$ cat config.mk
export PLATFORM = sky130hd
export DESIGN_NAME = membus_dir_ctrl
export DESIGN_NICKNAME = d
export VERILOG_FILES = /design/src/rtl/membus_dir_pkg.sv /design/src/rtl/bdir_turn_counter.sv /design/src/rtl/bdir_read_window.sv /design/src/rtl/bdir_seq_fsm.sv /design/src/rtl/membus_dir_ctrl.sv
export SDC_FILE = /design/constraint.sdc
export NUM_CORES = 1
export LEC_CHECK = 0
export ABC_AREA = 1
export ABC_CLOCK_PERIOD_IN_PS = 2200
export BUFFER_PORTS_ARGS = -buffer_cell sky130_fd_sc_hd__buf_2
export CORE_MARGIN = 1.5
export CORE_UTILIZATION = 56
export CTS_BUF_LIST = sky130_fd_sc_hd__clkbuf_8
export CTS_CLUSTER_DIAMETER = 30
export DETAILED_ROUTE_END_ITERATION = 12
export PLACE_DENSITY = 0.84
export SLEW_MARGIN = 20
export SYNTH_ARGS = -nofsm -noshare
export SYNTH_HDL_FRONTEND = slang
export SYNTH_HIERARCHICAL = 1
export SYNTH_SLANG_ARGS = --single-unit
export TNS_END_PERCENT = 30
$ cat constraint.sdc
create_clock -name clk -period 2.2 [get_ports clk]
set_input_delay 0.11 -clock clk [delete_from_list [all_inputs] [get_ports clk]]
set_output_delay 0.11 -clock clk [all_outputs]
set_load 0.005 [all_outputs]
$ cat src/rtl/membus_dir_pkg.sv
// Package: shared types for the memory bus direction controller.
// Assumes: nothing beyond the standard language.
package membus_dir_pkg;

    // Sequencing states of the direction controller
    typedef enum logic [2:0] {
        ST_IDLE   = 3'd0,   // no access, bus driven out
        ST_WR     = 3'd1,   // write in progress, bus out
        ST_RD_PRE = 3'd2,   // read launched, waiting for output enable
        ST_RD_IN  = 3'd3,   // read data phase, bus in
        ST_TURN   = 3'd4,   // turnaround countdown running, bus in
        ST_HOLD   = 3'd5    // bus kept in between two reads
    } bdir_state_t;

endpackage

$ cat src/rtl/bdir_turn_counter.sv
// Module: turnaround countdown.
// Loads the programmed length at end of a read cycle and counts down to
// zero; expire is high in the cycle whose edge ends the countdown.
// Assumes: load is only raised while no countdown is running.
module bdir_turn_counter #(
    parameter int TA_W = 4
) (
    input  logic            clk,
    input  logic            rst_n,
    input  logic            load,
    input  logic [TA_W-1:0] length,
    output logic            busy,
    output logic            expire
);

    logic [TA_W-1:0] cnt_q;

    // Countdown register and running flag
    always_ff @(posedge clk) begin
        if (!rst_n) begin
            busy  <= 1'b0;
            cnt_q <= '0;
        end else if (load) begin
            busy  <= 1'b1;
            cnt_q <= length;
        end else if (busy) begin
            if (cnt_q == '0) begin
                busy <= 1'b0;
            end else begin
                cnt_q <= cnt_q - 1'b1;
            end
        end
    end

    // Expiry flag for the sequencing FSM
    always_comb begin
        expire = busy && (cnt_q == '0);
    end

    AST_TA_NO_EARLY_END: assert property (@(posedge clk) disable iff (!rst_n)
        (busy && cnt_q != '0) |=> busy);
    AST_TA_LOAD_VALUE: assert property (@(posedge clk) disable iff (!rst_n)
        load |=> (busy && cnt_q == $past(length)));

endmodule

$ cat src/rtl/bdir_read_window.sv
// Module: release window for reads without turnaround.
// Tracks the access-time point plus a style-dependent delay and the
// cycle-time completion; release is high in the cycle whose edge
// reaches the later of the two.
// Assumes: clr is pulsed when a read is accepted; strobes outside an
// active read are ignored.
module bdir_read_window #(
    parameter int ASYNC_DLY = 1,
    parameter int SYNC_DLY  = 2
) (
    input  logic clk,
    input  logic rst_n,
    input  logic clr,
    input  logic rd_active,
    input  logic sync_mode,
    input  logic acc_hit,
    input  logic cyc_done,
    output logic release_now
);

    localparam int MAX_DLY = (SYNC_DLY > ASYNC_DLY) ? SYNC_DLY : ASYNC_DLY;
    localparam int DLY_W   = $clog2(MAX_DLY + 1);
    localparam logic [DLY_W-1:0] LOAD_SYNC  = DLY_W'(SYNC_DLY - 1);
    localparam logic [DLY_W-1:0] LOAD_ASYNC = DLY_W'(ASYNC_DLY - 1);

    logic             armed_q;
    logic [DLY_W-1:0] dly_q;
    logic             acc_ok_q;
    logic             cyc_ok_q;
    logic             acc_ok_nxt;
    logic             cyc_ok_nxt;

    // Delay tracking after the access-time strobe and cycle-done flag
    always_ff @(posedge clk) begin
        if (!rst_n || clr) begin
            armed_q  <= 1'b0;
            dly_q    <= '0;
            acc_ok_q <= 1'b0;
            cyc_ok_q <= 1'b0;
        end else begin
            if (rd_active && acc_hit) begin
                armed_q <= 1'b1;
                dly_q   <= sync_mode ? LOAD_SYNC : LOAD_ASYNC;
            end else if (armed_q) begin
                if (dly_q == '0) begin
                    armed_q  <= 1'b0;
                    acc_ok_q <= 1'b1;
                end else begin
                    dly_q <= dly_q - 1'b1;
                end
            end
            if (rd_active && cyc_done) begin
                cyc_ok_q <= 1'b1;
            end
        end
    end

    // Release decision: both points reached at this edge
    always_comb begin
        acc_ok_nxt  = acc_ok_q || (armed_q && dly_q == '0);
        cyc_ok_nxt  = cyc_ok_q || (rd_active && cyc_done);
        release_now = acc_ok_nxt && cyc_ok_nxt;
    end

    AST_RW_DELAY_RUNS: assert property (@(posedge clk) disable iff (!rst_n)
        (armed_q && dly_q != '0 && !clr && !(rd_active && acc_hit))
        |=> (armed_q && !acc_ok_q));

endmodule

$ cat src/rtl/bdir_seq_fsm.sv
// Module: direction sequencing FSM.
// Follows access events and drives the registered direction bit.
// Assumes: sequencer strobes are single-cycle and in access order.
module bdir_seq_fsm
    import membus_dir_pkg::*;
(
    input  logic clk,
    input  logic rst_n,
    input  logic acc_start,
    input  logic acc_is_read,
    input  logic oe_assert,
    input  logic cyc_end,
    input  logic acc_pending,
    input  logic pend_is_read,
    input  logic addr_data_mux,
    input  logic ta_enable,
    input  logic ta_expire,
    input  logic nt_release,
    output logic ta_load,
    output logic rd_clr,
    output logic rd_active,
    output logic dir_in
);

    bdir_state_t state_q, state_d;
    logic        dir_q, dir_d;
    logic        release_pt;
    logic        hold_ok;

    // Next state and next direction
    always_comb begin
        state_d    = state_q;
        dir_d      = dir_q;
        hold_ok    = !addr_data_mux && acc_pending && pend_is_read;
        release_pt = 1'b0;
        ta_load    = 1'b0;
        rd_clr     = 1'b0;
        case (state_q)
            ST_IDLE: begin
                dir_d = 1'b0;
                if (acc_start) begin
                    state_d = acc_is_read ? ST_RD_PRE : ST_WR;
                    rd_clr  = acc_is_read;
                end
            end
            ST_WR: begin
                dir_d = 1'b0;
                if (cyc_end) begin
                    state_d = ST_IDLE;
                end
            end
            ST_RD_PRE: begin
                if (oe_assert) begin
                    state_d = ST_RD_IN;
                    dir_d   = 1'b1;
                end
            end
            ST_RD_IN: begin
                if (ta_enable) begin
                    if (cyc_end) begin
                        state_d = ST_TURN;
                        ta_load = 1'b1;
                    end
                end else if (nt_release) begin
                    release_pt = 1'b1;
                end
            end
            ST_TURN: begin
                if (ta_expire) begin
                    release_pt = 1'b1;
                end
            end
            ST_HOLD: begin
                if (acc_start) begin
                    state_d = acc_is_read ? ST_RD_PRE : ST_WR;
                    dir_d   = acc_is_read;
                    rd_clr  = acc_is_read;
                end else if (!acc_pending) begin
                    state_d = ST_IDLE;
                    dir_d   = 1'b0;
                end
            end
            default: begin
                state_d = ST_IDLE;
                dir_d   = 1'b0;
            end
        endcase
        if (release_pt) begin
            state_d = hold_ok ? ST_HOLD : ST_IDLE;
            dir_d   = hold_ok;
        end
    end

    // State and direction registers
    always_ff @(posedge clk) begin
        if (!rst_n) begin
            state_q <= ST_IDLE;
            dir_q   <= 1'b0;
        end else begin
            state_q <= state_d;
            dir_q   <= dir_d;
        end
    end

    // Read window is active from launch to data phase
    always_comb begin
        rd_active = (state_q == ST_RD_PRE) || (state_q == ST_RD_IN);
        dir_in    = dir_q;
    end

    AST_WRITE_OUT: assert property (@(posedge clk) disable iff (!rst_n)
        (state_q == ST_WR) |-> !dir_q);
    AST_OE_TURNS_IN: assert property (@(posedge clk) disable iff (!rst_n)
        (state_q == ST_RD_PRE && oe_assert) |=> dir_q);
    AST_IDLE_OUT: assert property (@(posedge clk) disable iff (!rst_n)
        (state_q == ST_IDLE) |-> !dir_q);
    AST_HOLD_IN: assert property (@(posedge clk) disable iff (!rst_n)
        (state_q == ST_HOLD) |-> dir_q);
    AST_TURN_IGNORES_START: assert property (@(posedge clk) disable iff (!rst_n)
        (state_q == ST_TURN && !ta_expire) |=> (state_q == ST_TURN && dir_q));
    AST_RESET_STATE: assert property (@(posedge clk)
        !rst_n |=> (state_q == ST_IDLE && !dir_q));

endmodule

$ cat src/rtl/membus_dir_ctrl.sv
// Module: memory bus direction controller (top).
// Drives the data-bus direction and pad drive enable from sequencer
// strobes, with turnaround or later-of-two release after reads and
// inward hold between reads on a separate address/data port.
// Assumes: strobes are single-cycle; the sequencer holds a launch off
// while ta_busy is high.
module membus_dir_ctrl #(
    parameter int TA_W      = 4,
    parameter int ASYNC_DLY = 1,
    parameter int SYNC_DLY  = 2
) (
    input  logic            clk,
    input  logic            rst_n,
    input  logic            acc_start,
    input  logic            acc_is_read,
    input  logic            acc_sync,
    input  logic            oe_assert,
    input  logic            cyc_end,
    input  logic            rd_acc_hit,
    input  logic            rd_cyc_done,
    input  logic            acc_pending,
    input  logic            pend_is_read,
    input  logic            addr_data_mux,
    input  logic            ta_enable,
    input  logic [TA_W-1:0] ta_cycles,
    output logic            bus_dir,
    output logic            dat_drive_en,
    output logic            ta_busy
);

    logic ta_load;
    logic ta_expire;
    logic nt_release;
    logic rd_clr;
    logic rd_active;
    logic dir_in;

    bdir_seq_fsm fsm_i (
        .clk          (clk),
        .rst_n        (rst_n),
        .acc_start    (acc_start),
        .acc_is_read  (acc_is_read),
        .oe_assert    (oe_assert),
        .cyc_end      (cyc_end),
        .acc_pending  (acc_pending),
        .pend_is_read (pend_is_read),
        .addr_data_mux(addr_data_mux),
        .ta_enable    (ta_enable),
        .ta_expire    (ta_expire),
        .nt_release   (nt_release),
        .ta_load      (ta_load),
        .rd_clr       (rd_clr),
        .rd_active    (rd_active),
        .dir_in       (dir_in)
    );

    bdir_turn_counter #(.TA_W(TA_W)) turn_i (
        .clk   (clk),
        .rst_n (rst_n),
        .load  (ta_load),
        .length(ta_cycles),
        .busy  (ta_busy),
        .expire(ta_expire)
    );

    bdir_read_window #(.ASYNC_DLY(ASYNC_DLY), .SYNC_DLY(SYNC_DLY)) win_i (
        .clk        (clk),
        .rst_n      (rst_n),
        .clr        (rd_clr),
        .rd_active  (rd_active),
        .sync_mode  (acc_sync),
        .acc_hit    (rd_acc_hit),
        .cyc_done   (rd_cyc_done),
        .release_now(nt_release)
    );

    // Port outputs: direction and complementary pad drive enable
    always_comb begin
        bus_dir      = dir_in;
        dat_drive_en = !dir_in;
    end

    AST_COUNTDOWN_KEEPS_IN: assert property (@(posedge clk) disable iff (!rst_n)
        ta_busy |-> bus_dir);
    AST_RESET_NO_COUNT: assert property (@(posedge clk)
        !rst_n |=> (!ta_busy && !bus_dir));

endmodule

==> run_summary.xml <==
<?xml version="1.0" encoding="UTF-8"?>
<metrics>
  <group name="outcome">
    <metric name="outcome" unit="">finished, final reports clean</metric>
  </group>
  <group name="pwr">
    <metric name="pwr-share-clk" unit="%">26.1</metric>
    <metric name="switchingPower" unit="W">0.000376</metric>
    <metric name="p_seq_share" unit="%">34.3</metric>
    <metric name="pwr-share-comb" unit="%">39.6</metric>
    <metric name="power.density_cell_area" unit="mW/mm^2">823</metric>
    <metric name="switching_share" unit="%">38.9</metric>
    <metric name="p_int" unit="W">0.000590</metric>
    <metric name="power.leakage" unit="nW">0.626</metric>
    <metric name="peakVddDrop" unit="mV">0.628</metric>
  </group>
  <group name="logic_synthesis">
    <metric name="most_used_flip_flop_cell_after_synthesis" unit="">dfxtp_1</metric>
    <metric name="sequential_share_of_the_synthesized_area" unit="%">28.2</metric>
    <metric name="yosys_warnings" unit="">6</metric>
    <metric name="async_reset_ff_share" unit="%">0</metric>
    <metric name="top_cell_type_s_share_of_synthesized_area" unit="%">28.2</metric>
    <metric name="synthTopCellsByArea" unit="">dfxtp_1 28%, nand2_1 14%, inv_1 9.8%, nor2_1 9.1%, nand3_1 7.0%</metric>
    <metric name="post_synthesis_register_bit_count" unit="">14</metric>
    <metric name="synth.net_count" unit="">182</metric>
    <metric name="synth_enable_flop_cells" unit="">0</metric>
    <metric name="yosys.cell_count.top_type" unit="">nand2_1</metric>
    <metric name="post_synth_most_frequent_cells" unit="">37 x nand2_1, 26 x inv_1, 24 x nor2_1, 14 x dfxtp_1, 14 x nand3_1</metric>
    <metric name="synth.largest_area_cell" unit="">dfxtp_1</metric>
    <metric name="synth.distinct_cells" unit="">21</metric>
    <metric name="synthesis.area" unit="sq um">995</metric>
    <metric name="number_of_instances_in_the_synthesized_netlist" unit="">162</metric>
    <metric name="syn_avg_cell_area" unit="sq um">6.14</metric>
  </group>
  <group name="cts">
    <metric name="clk_path_buf_depth" unit="">2</metric>
    <metric name="cts_made_buffers" unit="">3</metric>
    <metric name="ctsRootBufferMaster" unit="">clkbuf_8</metric>
    <metric name="cts_setup_buffers" unit="">0</metric>
    <metric name="clock-sinks" unit="">14</metric>
    <metric name="path_clk_slew" unit="ns">0.06</metric>
    <metric name="post_cts.resized_instances" unit="">0</metric>
    <metric name="ctsHoldBuffers" unit="">0</metric>
    <metric name="cts.htree.levels" unit="">1</metric>
    <metric name="clock_latency" unit="ns">0.24</metric>
    <metric name="tritoncts_clock_tree" unit="">yes</metric>
  </group>
  <group name="floorplan">
    <metric name="rows" unit="">15</metric>
    <metric name="die_area" unit="sq mm">0.00204</metric>
    <metric name="die-width" unit="microns">45.1</metric>
    <metric name="floorplan.core_area" unit="sq mm">0.00169</metric>
    <metric name="initial_utilization" unit="%">58.9</metric>
    <metric name="fp.dieH" unit="microns">45.1</metric>
    <metric name="pin_count" unit="">20</metric>
  </group>
  <group name="worst_setup_path">
    <metric name="worst-path-max-fanout" unit="">4</metric>
    <metric name="cp.arrival" unit="ns">1.86</metric>
    <metric name="cp-start-kind" unit="">register</metric>
    <metric name="worstPathRequired" unit="ns">2.34</metric>
    <metric name="cpLargestDelayFamily" unit="">simple AND/OR/NAND/NOR gates</metric>
    <metric name="buffering_stage_count_on_the_worst_path_with_inverters_included" unit="">5</metric>
    <metric name="slowest_delay" unit="ns">0.32</metric>
    <metric name="crit_path_top_delay_cell" unit="">dfxtp_1</metric>
    <metric name="criticalPathCategory" unit="">reg -&gt; reg</metric>
    <metric name="crit_chain" unit="">inv_1 &gt; ha_1 &gt; inv_1 &gt; o21ai_0 &gt; nand2_1 &gt; inv_1 &gt; inv_1 &gt; nor2_1 &gt; nand2_2 &gt; nand2_4 &gt; inv_2 &gt; nand2_4 &gt; nand2_4 &gt; nor2_1 &gt; nor2_2</metric>
    <metric name="critical-path-top-cell-by-count" unit="">inv_1</metric>
    <metric name="crit_path_end_kind" unit="">register</metric>
  </group>
  <group name="layout">
    <metric name="area_growth" unit="%">18.0</metric>
    <metric name="drive_above_1_share" unit="%">24.2</metric>
    <metric name="final_core_utilization" unit="%">69.5</metric>
    <metric name="antenna-diode-count" unit="">0</metric>
    <metric name="num-nets-final" unit="">207</metric>
  </group>
  <group name="sta">
    <metric name="slew_headroom" unit="%">83.6</metric>
    <metric name="actual_transition_at_the_worst_max_transition_pin" unit="ns">0.246</metric>
    <metric name="fin_worst_skew" unit="ns">0.00204</metric>
    <metric name="grt_setup_unrepaired" unit="">false</metric>
    <metric name="fin_setup_tns" unit="ns">0</metric>
    <metric name="max_clock_freq" unit="GHz">0.580</metric>
    <metric name="slew_violations" unit="">0</metric>
    <metric name="hold_viol" unit="">0</metric>
    <metric name="timing.final.setup_violations" unit="">0</metric>
    <metric name="layout_worst_path_cycle_share" unit="%">78.4</metric>
    <metric name="final_period_minus_worst_setup_slack" unit="ns">1.72</metric>
  </group>
  <group name="route">
    <metric name="drtPass1Iterations" unit="">4</metric>
    <metric name="remaining_drc_errors" unit="">0</metric>
    <metric name="routed_wirelength" unit="microns">2310</metric>
    <metric name="wl_per_cell" unit="microns">11.4</metric>
    <metric name="vias_per_cell" unit="">5.33</metric>
    <metric name="drt_first_iter_violations" unit="">32</metric>
    <metric name="drtAntennaViolNets" unit="">0</metric>
    <metric name="vias" unit="">1082</metric>
  </group>
  <group name="grt">
    <metric name="wire_length_of_the_first_global_routing_pass" unit="microns">3660</metric>
    <metric name="grt_antenna_before_repair" unit="">0</metric>
    <metric name="number_of_global_route_vias_before_repair" unit="">940</metric>
    <metric name="grt_start_max_net_pins" unit="">9</metric>
    <metric name="grt_overflow_total" unit="">0</metric>
    <metric name="track_usage" unit="%">24.8</metric>
  </group>
  <group name="min_path">
    <metric name="worst_hold_check_path_type" unit="">in -&gt; reg</metric>
  </group>
  <group name="place">
    <metric name="post-dp-hpwl" unit="microns">1750</metric>
    <metric name="portBuffers" unit="">19</metric>
    <metric name="gpl.final_weighted_congestion" unit="">0.899</metric>
  </group>
  <group name="run">
    <metric name="max-cap-violations" unit="">0</metric>
  </group>
</metrics>
==> registers in the layout, summed over array words and instances (netlist names) <==
signal	cells
turn_i/busy	1
fsm_i/state_q	3
fsm_i/dir_in	1
win_i/dly_q	2
win_i/armed_q	1
turn_i/cnt_q	4
win_i/cyc_ok_q	1
win_i/acc_ok_q	1
==> kinds of logic (layout without fill, tap and decap cells) <==
group,count (synthesis),in the layout,share of synthesized area [%]
adders and majority gates,3,3,3.77
buffers and inverters,31,55,11.7
DFF,14,14,28.2
AOI/OAI and AO/OA,19,19,10.2
and+or+nand+nor,95,95,46.2
==> power by group through the flow <==
stage          Sequential (W)  Combinational [W]  Clock [W]
2_1_floorplan        0.000325           0.000291          0
3_3_place_gp         0.000331           0.000361          0
3_5_place_dp         0.000334           0.000375          0
4_1_cts              0.000329           0.000379   0.000258
5_1_grt              0.000333           0.000432   0.000270
6_report             0.000331           0.000383   0.000252
==> tightest hold or removal path, cell delays in order <==
cell and delay [ns]:
buf_2 0.09, nand2_1 0.06, a21oi_1 0.06
==> placed cells by master, fill, tap and decap left out, types with 2 or more instances in the layout <==
master     n
nor2_2     5
nor3_1     2
nand2_1   37
nand2_2    3
inv_2      5
o21ai_1    4
inv_1     26
a21oi_1    7
buf_2     19
dfxtp_1   14
nand2_4    4
nor2_4     2
ha_1       3
clkbuf_8   4
o21ai_0    6
nand3_1   14
nor2_1    24
==> metal layers <==
metal	wire (microns)	up-vias	GRT usage [%]
met5	0	-	0
met4	37	0	12.4
met3	106	4	2.40
met2	1170	39	44.6
met1	996	492	29.0
li1	-	547	-
==> final cells by class <==
cell class	instances	area [sq um]
inverter	31	116
multi-input combinational	117	598
fill	143	515
clock buffer	4	55.1
timing repair buffer	20	103
sequential	14	280
tap	17	21.3
==> worst paths after layout <==
check                 startpoint               end  slack [ns]  depth (start not counted)
setup / recovery  win_i/dly_q[0]  fsm_i/state_q[2]        0.48                         15
hold / removal       rd_cyc_done    win_i/cyc_ok_q        0.12                          3
setup reg to reg  win_i/dly_q[0]  fsm_i/state_q[2]        0.48                         15
hold reg to reg   win_i/cyc_ok_q    win_i/cyc_ok_q        0.46                          2
==> through the flow <==
step                      setup WS (ns)  hold slack [ns]  power (W)  std cells  area (sq um)
after global placement            0.590            0.377   0.000692        199          1120
after global routing              0.354            0.143    0.00104        203          1170
after detailed placement          0.525            0.383   0.000709        199          1120
final                             0.476            0.124   0.000965        203          1170
after CTS                         0.496            0.126   0.000966        203          1170
after floorplan                   0.574            0.230   0.000617        162           995
No activity file was read; power rests on OpenSTA's default activity.
